## src/rtl/irqc_pkg.sv

```systemverilog
package irqc_pkg;

    localparam int NSRC   = 8;
    localparam int DATA_W = 8;

    // pending bit positions
    localparam int B_PLL_LOCK   = 0;
    localparam int B_PLL_UNLOCK = 1;
    localparam int B_RX_BEGIN   = 2;
    localparam int B_FRAME_END  = 3;
    localparam int B_SHARED     = 4;
    localparam int B_ADDR_MATCH = 5;
    localparam int B_BUF_VIOL   = 6;
    localparam int B_SUPPLY_LOW = 7;

    typedef struct packed {
        logic supply_low;
        logic buf_viol;
        logic addr_match;
        logic meas_done;
        logic wake_done;
        logic frame_end;
        logic rx_begin;
        logic pll_unlock;
        logic pll_lock;
    } evt_raw_t;

    typedef struct packed {
        logic wr_mask;
        logic rd_clear;
    } acc_t;

    function automatic logic [NSRC-1:0] fold_events(evt_raw_t e);
        logic [NSRC-1:0] v;
        v               = '0;
        v[B_PLL_LOCK]   = e.pll_lock;
        v[B_PLL_UNLOCK] = e.pll_unlock;
        v[B_RX_BEGIN]   = e.rx_begin;
        v[B_FRAME_END]  = e.frame_end;
        v[B_SHARED]     = e.wake_done | e.meas_done;
        v[B_ADDR_MATCH] = e.addr_match;
        v[B_BUF_VIOL]   = e.buf_viol;
        v[B_SUPPLY_LOW] = e.supply_low;
        return v;
    endfunction

    // opposite-partner cancel vector: each PLL event wipes the other bit
    function automatic logic [NSRC-1:0] cancel_events(evt_raw_t e);
        logic [NSRC-1:0] c;
        c               = '0;
        c[B_PLL_LOCK]   = e.pll_unlock;
        c[B_PLL_UNLOCK] = e.pll_lock;
        return c;
    endfunction

endpackage

```

## src/rtl/irqc_event_map.sv

```systemverilog
module irqc_event_map
    import irqc_pkg::*;
(
    input  evt_raw_t        raw,
    output logic [NSRC-1:0] set_vec,
    output logic [NSRC-1:0] cancel_vec
);
    always_comb begin
        set_vec    = fold_events(raw);
        cancel_vec = cancel_events(raw);
    end
endmodule

```

## src/rtl/irqc_reg_port.sv

```systemverilog
module irqc_reg_port
    import irqc_pkg::*;
#(
    parameter int             AW        = 8,
    parameter logic [AW-1:0]  MASK_ADDR = 8'h0E,
    parameter logic [AW-1:0]  STAT_ADDR = 8'h0F
) (
    input  logic              clk,
    input  logic              rst,
    input  logic [AW-1:0]     addr,
    input  logic              wr,
    input  logic              rd,
    input  logic [DATA_W-1:0] wdata,
    input  logic [NSRC-1:0]   pend_q,
    output logic [NSRC-1:0]   mask_q,
    output acc_t              acc,
    output logic [DATA_W-1:0] rdata
);
    logic hit_mask, hit_stat;

    always_comb begin
        hit_mask     = (addr == MASK_ADDR);
        hit_stat     = (addr == STAT_ADDR);
        acc.wr_mask  = wr & hit_mask;
        acc.rd_clear = rd & hit_stat;
    end

    always_ff @(posedge clk) begin
        if (rst)
            mask_q <= '0;
        else if (acc.wr_mask)
            mask_q <= wdata[NSRC-1:0];
    end

    always_comb begin
        rdata = '0;
        if (hit_mask)
            rdata[NSRC-1:0] = mask_q;
        else if (hit_stat)
            rdata[NSRC-1:0] = pend_q;
    end


    mask_reset_chk: assert property (@(posedge clk) rst |=> (mask_q == '0));


    stat_write_ignored_chk: assert property (@(posedge clk) disable iff (rst)
        (wr && hit_stat) |=> $stable(mask_q));


    mask_write_chk: assert property (@(posedge clk) disable iff (rst)
        (wr && hit_mask) |=> (mask_q == $past(wdata[NSRC-1:0])));
endmodule

```

## src/rtl/irqc_pend_bank.sv

```systemverilog
module irqc_pend_bank
    import irqc_pkg::*;
(
    input  logic            clk,
    input  logic            rst,
    input  logic [NSRC-1:0] set_vec,
    input  logic [NSRC-1:0] cancel_vec,
    input  logic [NSRC-1:0] mask_q,
    input  logic            rd_clear,
    output logic [NSRC-1:0] pend_q
);
    logic [NSRC-1:0] take;

    assign take = set_vec & mask_q;

    for (genvar i = 0; i < NSRC; i++) begin : g_bit
        always_ff @(posedge clk) begin
            if (rst)
                pend_q[i] <= 1'b0;
            else
                pend_q[i] <= take[i] | (pend_q[i] & ~cancel_vec[i] & ~rd_clear);
        end


        masked_drop_chk: assert property (@(posedge clk) disable iff (rst)
            (set_vec[i] && !mask_q[i] && !pend_q[i]) |=> !pend_q[i]);


        sticky_hold_chk: assert property (@(posedge clk) disable iff (rst)
            (pend_q[i] && !rd_clear && !cancel_vec[i]) |=> pend_q[i]);


        race_keep_chk: assert property (@(posedge clk) disable iff (rst)
            (rd_clear && set_vec[i] && mask_q[i]) |=> pend_q[i]);


        cancel_chk: assert property (@(posedge clk) disable iff (rst)
            (cancel_vec[i] && !(set_vec[i] && mask_q[i])) |=> !pend_q[i]);
    end


    clear_all_chk: assert property (@(posedge clk) disable iff (rst)
        (rd_clear && (take == '0)) |=> (pend_q == '0));
endmodule

```

## src/rtl/evt_irq_ctrl.sv

```systemverilog
module evt_irq_ctrl
    import irqc_pkg::*;
#(
    parameter int             AW        = 8,
    parameter logic [AW-1:0]  MASK_ADDR = 8'h0E,
    parameter logic [AW-1:0]  STAT_ADDR = 8'h0F
) (
    input  logic              clk,
    input  logic              rst,
    input  logic              ev_pll_lock,
    input  logic              ev_pll_unlock,
    input  logic              ev_rx_begin,
    input  logic              ev_frame_end,
    input  logic              ev_wake_done,
    input  logic              ev_meas_done,
    input  logic              ev_addr_match,
    input  logic              ev_buf_viol,
    input  logic              ev_supply_low,
    input  logic [AW-1:0]     reg_addr,
    input  logic              reg_wr,
    input  logic              reg_rd,
    input  logic [DATA_W-1:0] reg_wdata,
    output logic [DATA_W-1:0] reg_rdata,
    output logic              irq_out
);
    evt_raw_t        raw;
    logic [NSRC-1:0] set_vec, cancel_vec, mask_q, pend_q;
    acc_t            acc;
    logic            irq_q;

    always_comb begin
        raw.pll_lock   = ev_pll_lock;
        raw.pll_unlock = ev_pll_unlock;
        raw.rx_begin   = ev_rx_begin;
        raw.frame_end  = ev_frame_end;
        raw.wake_done  = ev_wake_done;
        raw.meas_done  = ev_meas_done;
        raw.addr_match = ev_addr_match;
        raw.buf_viol   = ev_buf_viol;
        raw.supply_low = ev_supply_low;
    end

    irqc_event_map u_map (
        .raw        (raw),
        .set_vec    (set_vec),
        .cancel_vec (cancel_vec)
    );

    irqc_reg_port #(
        .AW        (AW),
        .MASK_ADDR (MASK_ADDR),
        .STAT_ADDR (STAT_ADDR)
    ) u_port (
        .clk    (clk),
        .rst    (rst),
        .addr   (reg_addr),
        .wr     (reg_wr),
        .rd     (reg_rd),
        .wdata  (reg_wdata),
        .pend_q (pend_q),
        .mask_q (mask_q),
        .acc    (acc),
        .rdata  (reg_rdata)
    );

    irqc_pend_bank u_bank (
        .clk        (clk),
        .rst        (rst),
        .set_vec    (set_vec),
        .cancel_vec (cancel_vec),
        .mask_q     (mask_q),
        .rd_clear   (acc.rd_clear),
        .pend_q     (pend_q)
    );

    always_ff @(posedge clk) begin
        if (rst)
            irq_q <= 1'b0;
        else
            irq_q <= |pend_q;
    end

    assign irq_out = irq_q;


    irq_rise_chk: assert property (@(posedge clk) disable iff (rst)
        (|pend_q) |=> irq_out);


    irq_fall_chk: assert property (@(posedge clk) disable iff (rst)
        (pend_q == '0) |=> !irq_out);


    reset_state_chk: assert property (@(posedge clk)
        rst |=> (!irq_out && pend_q == '0));
endmodule

```

## config.mk

```make
export PLATFORM = sky130hd
export DESIGN_NAME = evt_irq_ctrl
export DESIGN_NICKNAME = d
export VERILOG_FILES = /design/src/rtl/irqc_pkg.sv /design/src/rtl/irqc_event_map.sv /design/src/rtl/irqc_reg_port.sv /design/src/rtl/irqc_pend_bank.sv /design/src/rtl/evt_irq_ctrl.sv
export SDC_FILE = /design/constraint.sdc
export NUM_CORES = 1
export LEC_CHECK = 0
export BUFFER_PORTS_ARGS = -buffer_cell sky130_fd_sc_hd__buf_2
export CORE_UTILIZATION = 41
export CTS_BUF_LIST = sky130_fd_sc_hd__clkbuf_8 sky130_fd_sc_hd__clkbuf_16
export DETAILED_ROUTE_END_ITERATION = 6
export PLACE_DENSITY = 0.74
export RECOVER_POWER = 25
export SYNTH_ARGS = -nofsm -noshare
export SYNTH_HDL_FRONTEND = slang
export SYNTH_SLANG_ARGS = --single-unit
```

## constraint.sdc

```tcl
create_clock -name clk -period 1 [get_ports clk]
set_input_delay 0.05 -clock clk [delete_from_list [all_inputs] [get_ports clk]]
set_output_delay 0.05 -clock clk [all_outputs]
set_load 0.05 [all_outputs]
```

* Yosys cells after proc, flatten, opt, wreduce, memory -nomap -nowiden
Index checks and enable logic that the tools add are counted.
Storage, ports and cells: register bits after elaboration 17, output and inout port bits 9
Cells by class: eq/ne operators 2, multiplexer cells 2, bitwise gates (word level) 25, reduce and logical (&&, ||, !) cells 1
Operators by type and width (count):
- $eq 8x4->1 const B | 2
- $mux 8 | 2
- $and 1x1->1 | 12
- $or 1x1->1 | 9
- $and 8x8->8 | 1
- $reduce_or 8->1 | 1
- $not 1->1 | 3

* Depth between registers and ports, before layout
word-level depth 5, mapped depth 4, gate-level depth less buffers 3

* Cells and area by module
Synthesis repeated with hierarchy kept, for this count alone.
Second synthesis, totals: cells, all modules 116, area total of the unflattened synthesis 1072.3 µm²
Modules (own cells, without submodules):
- irqc_reg_port | instances 1, cells each 60, area each 533.0 µm², sequential area each 160.2 µm²
- irqc_pend_bank | instances 1, cells each 35, area each 379.1 µm², sequential area each 160.2 µm²
- irqc_event_map | instances 1, cells each 17, area each 122.6 µm², sequential area each 0.0 µm²
- evt_irq_ctrl | instances 1, cells each 4, area each 37.5 µm², sequential area each 20.0 µm²

* Least setup slack after synthesis
Ideal clock, no wire load.
kind input-to-output, start point input reg_addr[4], end point output reg_rdata[0], arrival 1186 ps, required time 950 ps, path slack -236 ps, stages on the path 3, cells stage by stage and4bb_1 > nand2_1 > nor2_1
Between the ends: word-level cells in the longest chain between the ends 3, elaborated cells between the ends (all ways) 4
RTL lines:
- start, declared | line evt_irq_ctrl.sv:19 | input logic [AW-1:0] reg_addr,
- $eq 8x4->1 | line irqc_reg_port.sv:23 | hit_stat = (addr == STAT_ADDR);
- $mux 8 | line irqc_reg_port.sv:39 | else if (hit_stat)
- $mux 8 (*) | line irqc_reg_port.sv:37 | if (hit_mask)
- end, declared | line evt_irq_ctrl.sv:23 | output logic [DATA_W-1:0] reg_rdata,
Mark *: on every way between the ends. The rest lies on a longest branch, timed or not.

* Worst setup path in the final report
start point register u_bank.pend_q[6], end point output reg_rdata[6]
Between the ends: word-level cells in the longest chain between the ends 2
RTL lines:
- start, declared | line irqc_pend_bank.sv:10 | output logic [NSRC-1:0] pend_q
- start signal, assigned by index | line irqc_pend_bank.sv:21 | pend_q[i] <= take[i] | (pend_q[i] & ~cancel_vec[i] & ~rd_clear);
- $mux 8 | line irqc_reg_port.sv:39
- $mux 8 | line irqc_reg_port.sv:37
No other way between the ends.

==> results.py <==
metrics = {
    "floorplanning": {
        "initial_core_util_pct": 43.2,
        "dieArea_um2": 2250,
        "coreArea_um2": 1960,
        "ios": 38,
        "rows": 16,
        "dieHeight_um": 47.5,
        "fp.dieW_um": 47.5,
    },
    "logic_synthesis": {
        "syn_inst": 87,
        "synth-main-ff-cell": "dfxtp_1",
        "synth_area_leader_cell": "dfxtp_1",
        "ys_warn_count": 0,
        "yosysMostFrequentCell": "dfxtp_1",
        "yosys.area.top_type_share_pct": 40.1,
        "synth_nets": 116,
        "synth_area_leaders": "dfxtp_1, mux2i_1, nand2b_1, o2bb2ai_1, nor2_1",
        "synth-seq-cells": 17,
        "yosys-top-cells-count": "dfxtp_1, mux2i_1, nand2b_1, nor2_1",
        "yosysUniqueCellTypes": 16,
        "synth_edf_count": 0,
        "avgSynthCellArea_um2": 9.75,
        "yosysSeqAreaShare_pct": 40.1,
        "synthArstFlopShare_pct": 0,
        "mappedNetlistArea_um2": 848,
    },
    "clock_network": {
        "cts_made_buffers": 3,
        "cts_hold_buf": 0,
        "root_buffer": "clkbuf_8",
        "cts_sinks": 17,
        "clkLatencyLatePin_ns": 0.25,
        "cts_tree": "yes",
        "clk_pin_slew_ns": 0.07,
        "clockBufferDepth": 2,
        "cts_htree_levels": 1,
    },
    "timing": {
        "layout_min_cycle_time_ns": 1.06,
        "setup_viol": 12,
        "rsz0062_at_grt": "true",
        "timing.fmax_mhz": 944,
        "period_share_pct": 106,
        "tns_ns": -0.196,
        "setup_ws_ns": -0.0598,
        "relSlewSlack_pct": 70.4,
        "worstMarginPinSlew_ns": 0.444,
        "report.final.slew_viol_count": 0,
        "finalHoldViolCount": 0,
        "fin_skew_ns": 0.00112,
    },
    "setup_path": {
        "criticalPathCategory": "reg -> out",
        "reg2reg_to": "irq_out",
        "cp_num_buf_inv": 1,
        "cp.arrival_ns": 1.01,
        "worstSetupStartpointType": "register",
        "r2r-start": "u_bank.pend_q[2]",
        "crit_chain": "mux2i_1 -> nor2_2 -> buf_6",
        "critPathRequiredTime_ns": 0.95,
        "ff2ff_path_depth": 3,
        "max_stage_delay_ns": 0.36,
        "crit_fanout": 3,
        "reg2reg_slack_ns": 0.05,
        "crit_cells": 3,
        "slowest_stage": "dfxtp_2",
        "crit_family": "flip-flops",
        "end_kind": "output pin",
    },
    "placement": {
        "io_buffers": 37,
        "pre_cts_ws_ns": -0.149,
        "gp_congestion": 0.806,
        "dpl_cell_area_um2": 1120,
        "hpwlAfterDp_mm": 1.52,
    },
    "run_status": {
        "outcome": "finished, violations left",
        "violations": "setup timing",
    },
    "global_route": {
        "grt_use_met2_pct": 42.5,
        "grt.busiest_layer": "met2",
        "gr-usage-met3_pct": 3.77,
        "grt-ovfl-total": 0,
        "grt_use_total_pct": 23.4,
        "gr-usage-met1_pct": 27.1,
        "grt_max_degree": 15,
        "grt_pass1_wl_mm": 3.62,
        "first_global_vias": 847,
        "antenna_found_initial": 0,
    },
    "cells_and_area": {
        "fin_nets": 175,
        "area_delta_synth_final_pct": 77.0,
        "register_area_um2": 363,
        "final_cell_area_um2": 1500,
        "num-fill-cells": 125,
        "layout-drive-gt1-share_pct": 67.6,
        "antenna_cells": 0,
        "multiInputGateArea_um2": 639,
    },
    "power": {
        "ir_drop_uv": 822,
        "swShare_pct": 22.6,
        "p_switching_w": 0.000303,
        "power_frac_comb_pct": 11.5,
        "p_seq_share_pct": 50.4,
        "p_int_w": 0.00104,
        "p_clk_share_pct": 38.1,
        "p_leak_nw": 0.584,
        "power.density_nw_per_um2": 892,
    },
    "run": {
        "maxCapViolations": 0,
    },
    "hold_path": {
        "min_to": "u_port.mask_q[7]",
        "hp-start": "reg_wdata[7]",
        "worst_hold_path_type": "in -> reg",
        "min_path_cells": 3,
    },
    "routing": {
        "ant_nets": 0,
        "drcViolationCount": 0,
        "vias": 875,
        "drt-initial-drc-count": 14,
        "routed_wl_mm": 2.67,
        "via_per_inst": 5.09,
        "drt_first_pass_iters": 4,
        "wl_per_cell_um": 15.5,
    },
}
power groups by stage:
stage               combinational, W  clock (W)  sequential (W)
floorplan                  0.0000561          0        0.000694
global placement            0.000128          0        0.000693
detailed placement          0.000131          0        0.000693
CTS                         0.000142   0.000506        0.000678
global route                0.000167   0.000552        0.000675
finish                      0.000154   0.000511        0.000675
worst max path at each step:
stage,to,startpoint,slack [ns]
floorplan,reg_rdata[0],reg_addr[4],-0.12
global placement,reg_rdata[7],reg_addr[4],-0.1
detailed placement,u_port.mask_q[5],reg_addr[4],-0.15
CTS,reg_rdata[2],u_port.mask_q[2],-0.02
global route,reg_rdata[6],u_port.mask_q[6],-0.09
finish,reg_rdata[6],u_bank.pend_q[6],-0.06
logic make-up after synthesis:
kind of cell    Yosys count  share of synthesized area (%)
compound gates           10                           10.8
mux                      16                           18.9
buf+inv                   4                           3.10
simple gates             40                           27.1
flops                    17                           40.1
flip-flops by register name (all words and copies together) (netlist names):
signal / flops
u_bank.pend_q: 8
u_port.mask_q: 8
irq_out: 1
per-layer routing:
| layer | routed length (um) | vias to the layer above |
|---|---|---|
| met5 | 0 | - |
| met4 | 80 | 0 |
| met3 | 117 | 9 |
| met2 | 1430 | 40 |
| met1 | 1040 | 404 |
| li1 | - | 422 |
layout make-up:
type | instances | area share, %
timing repair buffer | 58 | 27.9
clock inverter | 1 | 0.333
sequential | 17 | 24.2
clock buffer | 3 | 2.75
tap | 27 | 2.25
multi-input combinational | 66 | 42.6
repair_timing:
| action | CTS | global route |
|---|---|---|
| setup buffers | 13 | 0 |
| gates resized for setup | 45 | 19 |
| setup endpoints to repair | 8 | 17 |
| pin swaps | 1 | 3 |
through the flow:
| step | total power, W | instances | utilization [%] | hold WS, ns |
|---|---|---|---|---|
| after floorplan | 0.000750 | 87 | - | 0.197 |
| after global placement | 0.000822 | 155 | 57.1 | 0.294 |
| after detailed placement | 0.000824 | 155 | 57.1 | 0.317 |
| after CTS | 0.00133 | 172 | 71.4 | 0.0539 |
| after global routing | 0.00139 | 172 | 76.5 | 0.0486 |
| final | 0.00134 | 172 | 76.5 | 0.0473 |
placed cells by master, fill, tap and decap left out, types with 2 or more instances in the layout:
master / instances
buf_2: 27
buf_4: 18
buf_6: 7
buf_8: 4
clkbuf_2: 2
clkbuf_8: 3
dfxtp_2: 15
mux2i_1: 9
mux2i_4: 6
nand2_1: 7
nand2b_1: 16
nor2_4: 7
nor2b_1: 2
o2bb2ai_1: 8
tightest hold or removal path, stage by stage:
cell and delay (ns):
buf_2 0.10, nand2b_1 0.05, mux2i_1 0.06
(Power assumes the default switching activity.)
